**config.mk**
```make
export PLATFORM = sky130hd
export DESIGN_NAME = txq_top
export DESIGN_NICKNAME = d
export VERILOG_FILES = /design/src/rtl/txq_pkg.sv /design/src/rtl/txq_req_fifo.sv /design/src/rtl/txq_ctrl.sv /design/src/rtl/txq_dpath.sv /design/src/rtl/txq_top.sv
export SDC_FILE = /design/constraint.sdc
export NUM_CORES = 1
export LEC_CHECK = 0
export BUFFER_PORTS_ARGS = -buffer_cell sky130_fd_sc_hd__buf_4
export CORE_AREA = 4 4 206 208
export CTS_BUF_LIST = sky130_fd_sc_hd__clkbuf_8
export CTS_CLUSTER_DIAMETER = 40
export DETAILED_ROUTE_END_ITERATION = 7
export DIE_AREA = 0 0 210 212
export GPL_ROUTABILITY_DRIVEN = 0
export GPL_TIMING_DRIVEN = 0
export HOLD_SLACK_MARGIN = 0.02
export PLACE_DENSITY = 0.59
export SYNTH_ARGS = -nofsm -noshare
export SYNTH_HDL_FRONTEND = slang
export SYNTH_SLANG_ARGS = --single-unit
```
**constraint.sdc**
```tcl
create_clock -name clk -period 5.32 [get_ports clk]
set_clock_uncertainty 0.05 [all_clocks]
set_input_delay 0.798 -clock clk [delete_from_list [all_inputs] [get_ports clk]]
set_output_delay 0.798 -clock clk [all_outputs]
set_load 0.02 [all_outputs]
```
**src/rtl/txq_pkg.sv**
```systemverilog
package txq_pkg;

  localparam int OFF_W      = 24;
  localparam int REG_ADDR_W = 5;
  localparam int HDR_BYTES  = 16;
  localparam int SENT_OFS   = 4;

  localparam logic [REG_ADDR_W-1:0] REG_QUEUE  = 5'h00;
  localparam logic [REG_ADDR_W-1:0] REG_FLUSH  = 5'h08;
  localparam logic [REG_ADDR_W-1:0] REG_LEVEL  = 5'h0C;
  localparam logic [REG_ADDR_W-1:0] REG_FRAMES = 5'h10;

  typedef struct packed {
    logic rdHdr;
    logic rdPay;
    logic loadHdr;
    logic loadWord;
    logic nextByte;
    logic complete;
  } txqStrobe_t;

  typedef enum logic [2:0] {
    ST_IDLE,
    ST_WAIT_HDR,
    ST_RD_PAY,
    ST_WAIT_PAY,
    ST_STREAM,
    ST_DONE
  } txqState_t;

endpackage

```
**src/rtl/txq_req_fifo.sv**
```systemverilog
module txq_req_fifo #(
  parameter int DEPTH = 8,
  parameter int W = 24,
  localparam int PTR_W = (DEPTH > 1) ? $clog2(DEPTH) : 1,
  localparam int LVL_W = $clog2(DEPTH + 1)
) (
  input  logic             clk,
  input  logic             rstN,
  input  logic             push,
  input  logic [W-1:0]     pushData,
  input  logic             pop,
  input  logic             flush,
  output logic [W-1:0]     headData,
  output logic [LVL_W-1:0] level,
  output logic             full,
  output logic             empty
);

  logic [W-1:0]     slots [DEPTH];
  logic [PTR_W-1:0] wrPtr, rdPtr;
  logic [LVL_W-1:0] cnt;
  logic             doPush, doPop;

  function automatic logic [PTR_W-1:0] bump(input logic [PTR_W-1:0] p);
    return (p == PTR_W'(DEPTH - 1)) ? '0 : p + 1'b1;
  endfunction

  assign full   = (cnt == LVL_W'(DEPTH));
  assign empty  = (cnt == '0);
  assign doPush = push && !full;
  assign doPop  = pop && !empty;
  assign level  = cnt;
  assign headData = slots[rdPtr];

  always_ff @(posedge clk) begin
    if (doPush && !flush) slots[wrPtr] <= pushData;
  end

  always_ff @(posedge clk) begin
    if (!rstN || flush) begin
      wrPtr <= '0;
      rdPtr <= '0;
      cnt   <= '0;
    end else begin
      if (doPush) wrPtr <= bump(wrPtr);
      if (doPop)  rdPtr <= bump(rdPtr);
      cnt <= cnt + LVL_W'(doPush) - LVL_W'(doPop);
    end
  end


  level_bound_chk: assert property (@(posedge clk) disable iff (!rstN)
    level <= LVL_W'(DEPTH));


  full_hold_chk: assert property (@(posedge clk) disable iff (!rstN)
    (push && full && !pop && !flush) |=> level == $past(level));


  flush_empty_chk: assert property (@(posedge clk) disable iff (!rstN)
    flush |=> empty);

endmodule

```
**src/rtl/txq_ctrl.sv**
```systemverilog
module txq_ctrl
  import txq_pkg::*;
(
  input  logic       clk,
  input  logic       rstN,
  input  logic       qEmpty,
  input  logic       memRdValid,
  input  logic       hdrLenZero,
  input  logic       lastByte,
  input  logic       laneLast,
  input  logic       txReady,
  output txqStrobe_t st,
  output logic       qPop,
  output logic       streaming
);

  txqState_t state, nextState;

  always_comb begin
    st        = '0;
    qPop      = 1'b0;
    streaming = 1'b0;
    nextState = state;
    unique case (state)
      ST_IDLE: if (!qEmpty) begin
        st.rdHdr  = 1'b1;
        qPop      = 1'b1;
        nextState = ST_WAIT_HDR;
      end
      ST_WAIT_HDR: if (memRdValid) begin
        st.loadHdr = 1'b1;
        nextState  = hdrLenZero ? ST_DONE : ST_RD_PAY;
      end
      ST_RD_PAY: begin
        st.rdPay  = 1'b1;
        nextState = ST_WAIT_PAY;
      end
      ST_WAIT_PAY: if (memRdValid) begin
        st.loadWord = 1'b1;
        nextState   = ST_STREAM;
      end
      ST_STREAM: begin
        streaming = 1'b1;
        if (txReady) begin
          st.nextByte = 1'b1;
          if (lastByte)      nextState = ST_DONE;
          else if (laneLast) nextState = ST_RD_PAY;
        end
      end
      ST_DONE: begin
        st.complete = 1'b1;
        nextState   = ST_IDLE;
      end
      default: nextState = ST_IDLE;
    endcase
  end

  always_ff @(posedge clk) begin
    if (!rstN) state <= ST_IDLE;
    else       state <= nextState;
  end


  single_read_chk: assert property (@(posedge clk) disable iff (!rstN)
    (st.rdHdr || st.rdPay) |=> !(st.rdHdr || st.rdPay));


  complete_once_chk: assert property (@(posedge clk) disable iff (!rstN)
    st.complete |=> !st.complete);


  pop_only_idle_chk: assert property (@(posedge clk) disable iff (!rstN)
    qPop |=> !qPop && !streaming);

endmodule

```
**src/rtl/txq_dpath.sv**
```systemverilog
module txq_dpath
  import txq_pkg::*;
#(
  parameter int MAX_PAYLOAD = 2024,
  parameter int CNT_W = 32,
  parameter int DROP_W = 16,
  localparam int LEN_W = $clog2(MAX_PAYLOAD + 1)
) (
  input  logic                  clk,
  input  logic                  rstN,
  input  txqStrobe_t            st,
  input  logic                  streaming,
  input  logic                  txReady,
  input  logic [OFF_W-1:0]      headOff,
  input  logic                  fifoFull,
  input  logic [31:0]           memRdData,
  input  logic                  regWrEn,
  input  logic [REG_ADDR_W-1:0] regAddr,
  input  logic [31:0]           regWrData,
  output logic                  pushReq,
  output logic [OFF_W-1:0]      pushOff,
  output logic                  flushReq,
  output logic [OFF_W-1:0]      rdAddr,
  output logic [OFF_W-1:0]      wrAddr,
  output logic [7:0]            txData,
  output logic [1:0]            txPort,
  output logic                  hdrLenZero,
  output logic                  lastByte,
  output logic                  laneLast,
  output logic [CNT_W-1:0]      frameCount,
  output logic [DROP_W-1:0]     dropCount
);

  logic [OFF_W-1:0] baseOff, payPtr;
  logic [LEN_W-1:0] remain, clampLen;
  logic [1:0]       lane;
  logic [31:0]      word;
  logic             frameClr, wrZero;

  assign wrZero   = (regWrData == 32'd0);
  assign pushReq  = regWrEn && (regAddr == REG_QUEUE);
  assign pushOff  = regWrData[OFF_W-1:0];
  assign flushReq = regWrEn && ((regAddr == REG_FLUSH) ||
                                ((regAddr == REG_LEVEL) && wrZero));
  assign frameClr = regWrEn && (regAddr == REG_FRAMES) && wrZero;

  assign hdrLenZero = (memRdData[15:0] == 16'd0);
  assign clampLen = (32'(memRdData[15:0]) > 32'(MAX_PAYLOAD)) ?
                    LEN_W'(MAX_PAYLOAD) : LEN_W'(memRdData[15:0]);

  assign lastByte = (remain == LEN_W'(1));
  assign laneLast = (lane == 2'd3);
  assign rdAddr   = st.rdHdr ? headOff : payPtr;
  assign wrAddr   = baseOff + OFF_W'(SENT_OFS);
  assign txData   = word[{lane, 3'b000} +: 8];

  always_ff @(posedge clk) begin
    if (!rstN) begin
      baseOff <= '0;
      payPtr  <= '0;
      remain  <= '0;
      lane    <= '0;
      word    <= '0;
      txPort  <= '0;
    end else begin
      if (st.rdHdr) baseOff <= headOff;
      if (st.loadHdr) begin
        remain <= clampLen;
        txPort <= memRdData[17:16];
        payPtr <= baseOff + OFF_W'(HDR_BYTES);
      end
      if (st.loadWord) begin
        word   <= memRdData;
        lane   <= '0;
        payPtr <= payPtr + OFF_W'(4);
      end
      if (st.nextByte) begin
        remain <= remain - 1'b1;
        lane   <= lane + 1'b1;
      end
    end
  end

  always_ff @(posedge clk) begin
    if (!rstN) begin
      frameCount <= '0;
      dropCount  <= '0;
    end else begin
      if (frameClr)         frameCount <= '0;
      else if (st.complete) frameCount <= frameCount + 1'b1;
      if (pushReq && fifoFull) dropCount <= dropCount + 1'b1;
    end
  end


  tx_hold_chk: assert property (@(posedge clk) disable iff (!rstN)
    (streaming && !txReady) |=> $stable(txData) && $stable(txPort));


  frame_inc_chk: assert property (@(posedge clk) disable iff (!rstN)
    (st.complete && !frameClr) |=> frameCount == $past(frameCount) + 1'b1);


  drop_inc_chk: assert property (@(posedge clk) disable iff (!rstN)
    (pushReq && fifoFull) |=> dropCount == $past(dropCount) + 1'b1);


  no_empty_stream_chk: assert property (@(posedge clk) disable iff (!rstN)
    streaming |-> remain != '0);

endmodule

```
**src/rtl/txq_top.sv**
```systemverilog
module txq_top
  import txq_pkg::*;
#(
  parameter int FIFO_DEPTH = 8,
  parameter int MAX_PAYLOAD = 2024,
  parameter int CNT_W = 32,
  parameter int DROP_W = 16,
  localparam int LVL_W = $clog2(FIFO_DEPTH + 1)
) (
  input  logic                  clk,
  input  logic                  rstN,
  input  logic                  regWrEn,
  input  logic [REG_ADDR_W-1:0] regAddr,
  input  logic [31:0]           regWrData,
  output logic                  memRdEn,
  output logic [OFF_W-1:0]      memRdAddr,
  input  logic                  memRdValid,
  input  logic [31:0]           memRdData,
  output logic                  memWrEn,
  output logic [OFF_W-1:0]      memWrAddr,
  output logic [31:0]           memWrData,
  output logic                  txValid,
  input  logic                  txReady,
  output logic [7:0]            txData,
  output logic                  txLast,
  output logic [1:0]            txPortSel,
  output logic [LVL_W-1:0]      fillLevel,
  output logic [CNT_W-1:0]      frameCount,
  output logic [DROP_W-1:0]     dropCount
);

  txqStrobe_t       st;
  logic             qPop, qFull, qEmpty, pushReq, flushReq, streaming;
  logic             hdrLenZero, lastByte, laneLast;
  logic [OFF_W-1:0] pushOff, headOff;

  txq_req_fifo #(.DEPTH(FIFO_DEPTH), .W(OFF_W)) i_fifo (
    .clk(clk), .rstN(rstN), .push(pushReq), .pushData(pushOff),
    .pop(qPop), .flush(flushReq), .headData(headOff),
    .level(fillLevel), .full(qFull), .empty(qEmpty)
  );

  txq_ctrl i_ctrl (
    .clk(clk), .rstN(rstN), .qEmpty(qEmpty), .memRdValid(memRdValid),
    .hdrLenZero(hdrLenZero), .lastByte(lastByte), .laneLast(laneLast),
    .txReady(txReady), .st(st), .qPop(qPop), .streaming(streaming)
  );

  txq_dpath #(.MAX_PAYLOAD(MAX_PAYLOAD), .CNT_W(CNT_W), .DROP_W(DROP_W)) i_dpath (
    .clk(clk), .rstN(rstN), .st(st), .streaming(streaming), .txReady(txReady),
    .headOff(headOff), .fifoFull(qFull), .memRdData(memRdData),
    .regWrEn(regWrEn), .regAddr(regAddr), .regWrData(regWrData),
    .pushReq(pushReq), .pushOff(pushOff), .flushReq(flushReq),
    .rdAddr(memRdAddr), .wrAddr(memWrAddr), .txData(txData), .txPort(txPortSel),
    .hdrLenZero(hdrLenZero), .lastByte(lastByte), .laneLast(laneLast),
    .frameCount(frameCount), .dropCount(dropCount)
  );

  assign memRdEn   = st.rdHdr | st.rdPay;
  assign memWrEn   = st.complete;
  assign memWrData = 32'h0000_0001;
  assign txValid   = streaming;
  assign txLast    = streaming & lastByte;

endmodule

```
==> results_dict.tcl <==
set metrics [dict create \
    synth_area_leaders "edfxtp_1 36%, dfxtp_1 20%, mux4_2 7.9%, a21oi_1 3.7%, nand2_1 3.4%" \
    drt_iter0_markers 863 \
    clock_sinks 351 \
    clockRootBuffer "clkbuf_8" \
    ios 220 \
    ys_seq_area_share_pct 55.9 \
    leakage_nw 7.09 \
    fmax_mhz 239 \
    synth_cell_type_count 74 \
    yosysMostFrequentCell "edfxtp_1" \
    pre_cts_ws_ps 1640 \
    rsz0062_at_grt "no" \
    hold_path_class "in2reg" \
    routed-via-count 11800 \
    fin_ws_ps 1130 \
    dp_hpwl_um 31600 \
    dr.pass1.iters 8 \
    row_count 74 \
    clk_latency_ps 620 \
    grt_max_degree 25 \
    min_to "i_fifo.slots[3][7]$_DFFE_PP_" \
    cts.reportedPaths.clkPinSlew_ps 60 \
    syn_to_final_growth_pct 22.5 \
    vdd_drop_max_mv 0.279 \
    maxCapViolations 0 \
    synth_top_area_share_pct 36.0 \
    yosys_register_bits 351 \
    yosysWarnings 0 \
    startpoint_type "register" \
    async_reset_ff_share_pct 0 \
    synth_top_cell_by_area "edfxtp_1" \
    fin_crit_ps 4190 \
    finalPower_w 0.00897 \
    grt.total_usage_pct 19.7 \
    die_x_um 210 \
    drive_gt1_share_pct 25.2 \
    synth_area_per_cell_um2 11.6 \
    netlist_instances 1376 \
    syn_area_um2 16000 \
    worstSetupPathType "reg2out" \
    cp-end-kind "output pin" \
    r2r-start "i_fifo.level[3]$_SDFF_PP0_" \
    drc 0 \
    r2r_cells 12 \
    finalSetupViolCount 0 \
    ant_nets 0 \
    synthFlopType "edfxtp_1" \
    cts_buffer_depth 3 \
    core_area_um2 40600 \
    antenna_found_initial 0 \
    postCtsSetupRepairBufs 0 \
    min_period_over_period_pct 78.8 \
    hold_viol_final 0 \
    wl_per_cell_um 19.9 \
    io_buffers 186 \
    cp.required_ps 4470 \
    grt_pass1_vias 11700 \
    die_y_um 212 \
    cts_htree_levels 3 \
    grt_pass1_wl_um 68400 \
    ys_top_cells_by_count "192 x edfxtp_1, 159 x dfxtp_1, 143 x nand2_1, 124 x nor2_1, 117 x a21oi_1" \
    tightest_slew_ps 1000 \
    p_per_area_nw_per_um2 458 \
    cts_hold_buf 0 \
    cts_resized 0 \
    status "finished, final reports clean" \
    grt.overflow.total 0 \
    reg2reg_slack_ps 2100 \
    post_drt_via_cell_ratio 5.28 \
    die_area_um2 44500 \
    slew_viol_final 0 \
    slew_headroom_pct 33.0 \
    critical_path_peak_fanout 10 \
    arrival_ps 3340 \
    min_from "regWrData[7]" \
    drt_wl_total_um 44500 \
    cts_buffers 66 \
    start_util_pct 39.5 \
    min_path_cells 1 \
    diodes 0 \
    r2r_end "i_fifo.level[2]$_SDFF_PP0_" \
    cts_tree "yes" \
    nNetsFinal 1757 \
    synth_edf_count 192 \
]
report_power, final:
part / switching [W] / leakage (nW) / internal [W] / total [W]
Combinational: 0.00195 / 3.35 / 0.00119 / 0.00314
Clock: 0.00117 / 0.728 / 0.00147 / 0.00265
Sequential: 0.000164 / 3.02 / 0.00302 / 0.00318
stage by stage:
stage | cell area [um^2] | std cells | TNS, ps | util (%) | hold WS [ps]
3_5_place_dp | 18300 | 2128 | 0 | 45.1 | 397
3_3_place_gp | 18200 | 2124 | -26030 | 44.8 | 388
2_1_floorplan | 16100 | 1406 | 0 | - | 383
6_report | 19600 | 2241 | 0 | 48.3 | 375
4_1_cts | 19600 | 2241 | 0 | 48.3 | 323
5_1_grt | 19600 | 2241 | 0 | 48.3 | 341
flip-flops by register name, indices dropped and copies added, names as in the netlist, named ones only:
name and count:
i_dpath.baseOff 24, i_dpath.frameCount 32, i_dpath.dropCount 16, i_dpath.payPtr 24, i_fifo.rdPtr 3, i_dpath.txPort 2, i_fifo.slots 192, i_fifo.level 4
i_fifo.wrPtr 3, i_ctrl.state 3, i_dpath.remain 11, i_dpath.lane 2, i_dpath.word 32
per-layer routing:
metal  global-route usage, %  share of wire [%]
met1                    25.5                 42
met2                    33.0                 49
met3                    3.67                5.7
met4                    7.65                3.1
met5                       0                  0
how the worst max path moves through the flow:
stage / start / to / slack [ps] / depth (start not counted)
2_1_floorplan: regAddr[1] / i_fifo.slots[1][0]$_DFFE_PP_ / 1540 / 5
4_1_cts: register / memRdAddr[19] / 1050 / 6
6_report: register / memRdAddr[16] / 1130 / 6
5_1_grt: register / memRdAddr[9] / 950 / 6
3_5_place_dp: regAddr[1] / i_fifo.slots[0][8]$_DFFE_PP_ / 1640 / 7
3_3_place_gp: regAddr[1] / i_fifo.slots[0][4]$_DFFE_PP_ / -560 / 6
cell usage in the layout (no fill, tap or decap), types with 40 or more instances in the layout:
cell type / count
dfxtp_1: 159
edfxtp_1: 192
buf_4: 222
mux4_2: 56
nand2_1: 143
clkbuf_1: 55
nand3_1: 40
a21oi_1: 117
xor2_1: 47
clkbuf_8: 69
nor2_1: 118
kinds of logic (layout without fill, tap and decap cells):
| family | count (synthesis) | in the layout | synth area share, % |
|---|---|---|---|
| simple gates | 474 | 474 | 15.5 |
| xor+xnor | 78 | 78 | 4.27 |
| buf+inv | 139 | 442 | 4.35 |
| mux | 94 | 94 | 10.3 |
| flops | 351 | 351 | 55.9 |
| fa+ha+maj | 19 | 19 | 1.53 |
| compound gates | 219 | 219 | 8.14 |
| other cells | 2 | 32 | 0.0469 |
cell type report:
type                            instances  area (um^2)
Tap cell                              532          666
Fill cell                            3723        21000
Multi-Input combinational cell        916         6520
Clock inverter                         44          374
Sequential cell                       351         8950
Buffer                                116          609
Inverter                               23         86.3
Clock buffer                           69          950
Timing Repair Buffer                  190         1440
critical path: stages (launching register included):
cell,delay (ps)
dfxtp_1,340
clkbuf_1,490
clkbuf_1,630
mux4_2,420
mux2i_1,360
a21oi_1,250
buf_4,230
Note: power is estimated with default switching activity, not from simulation.
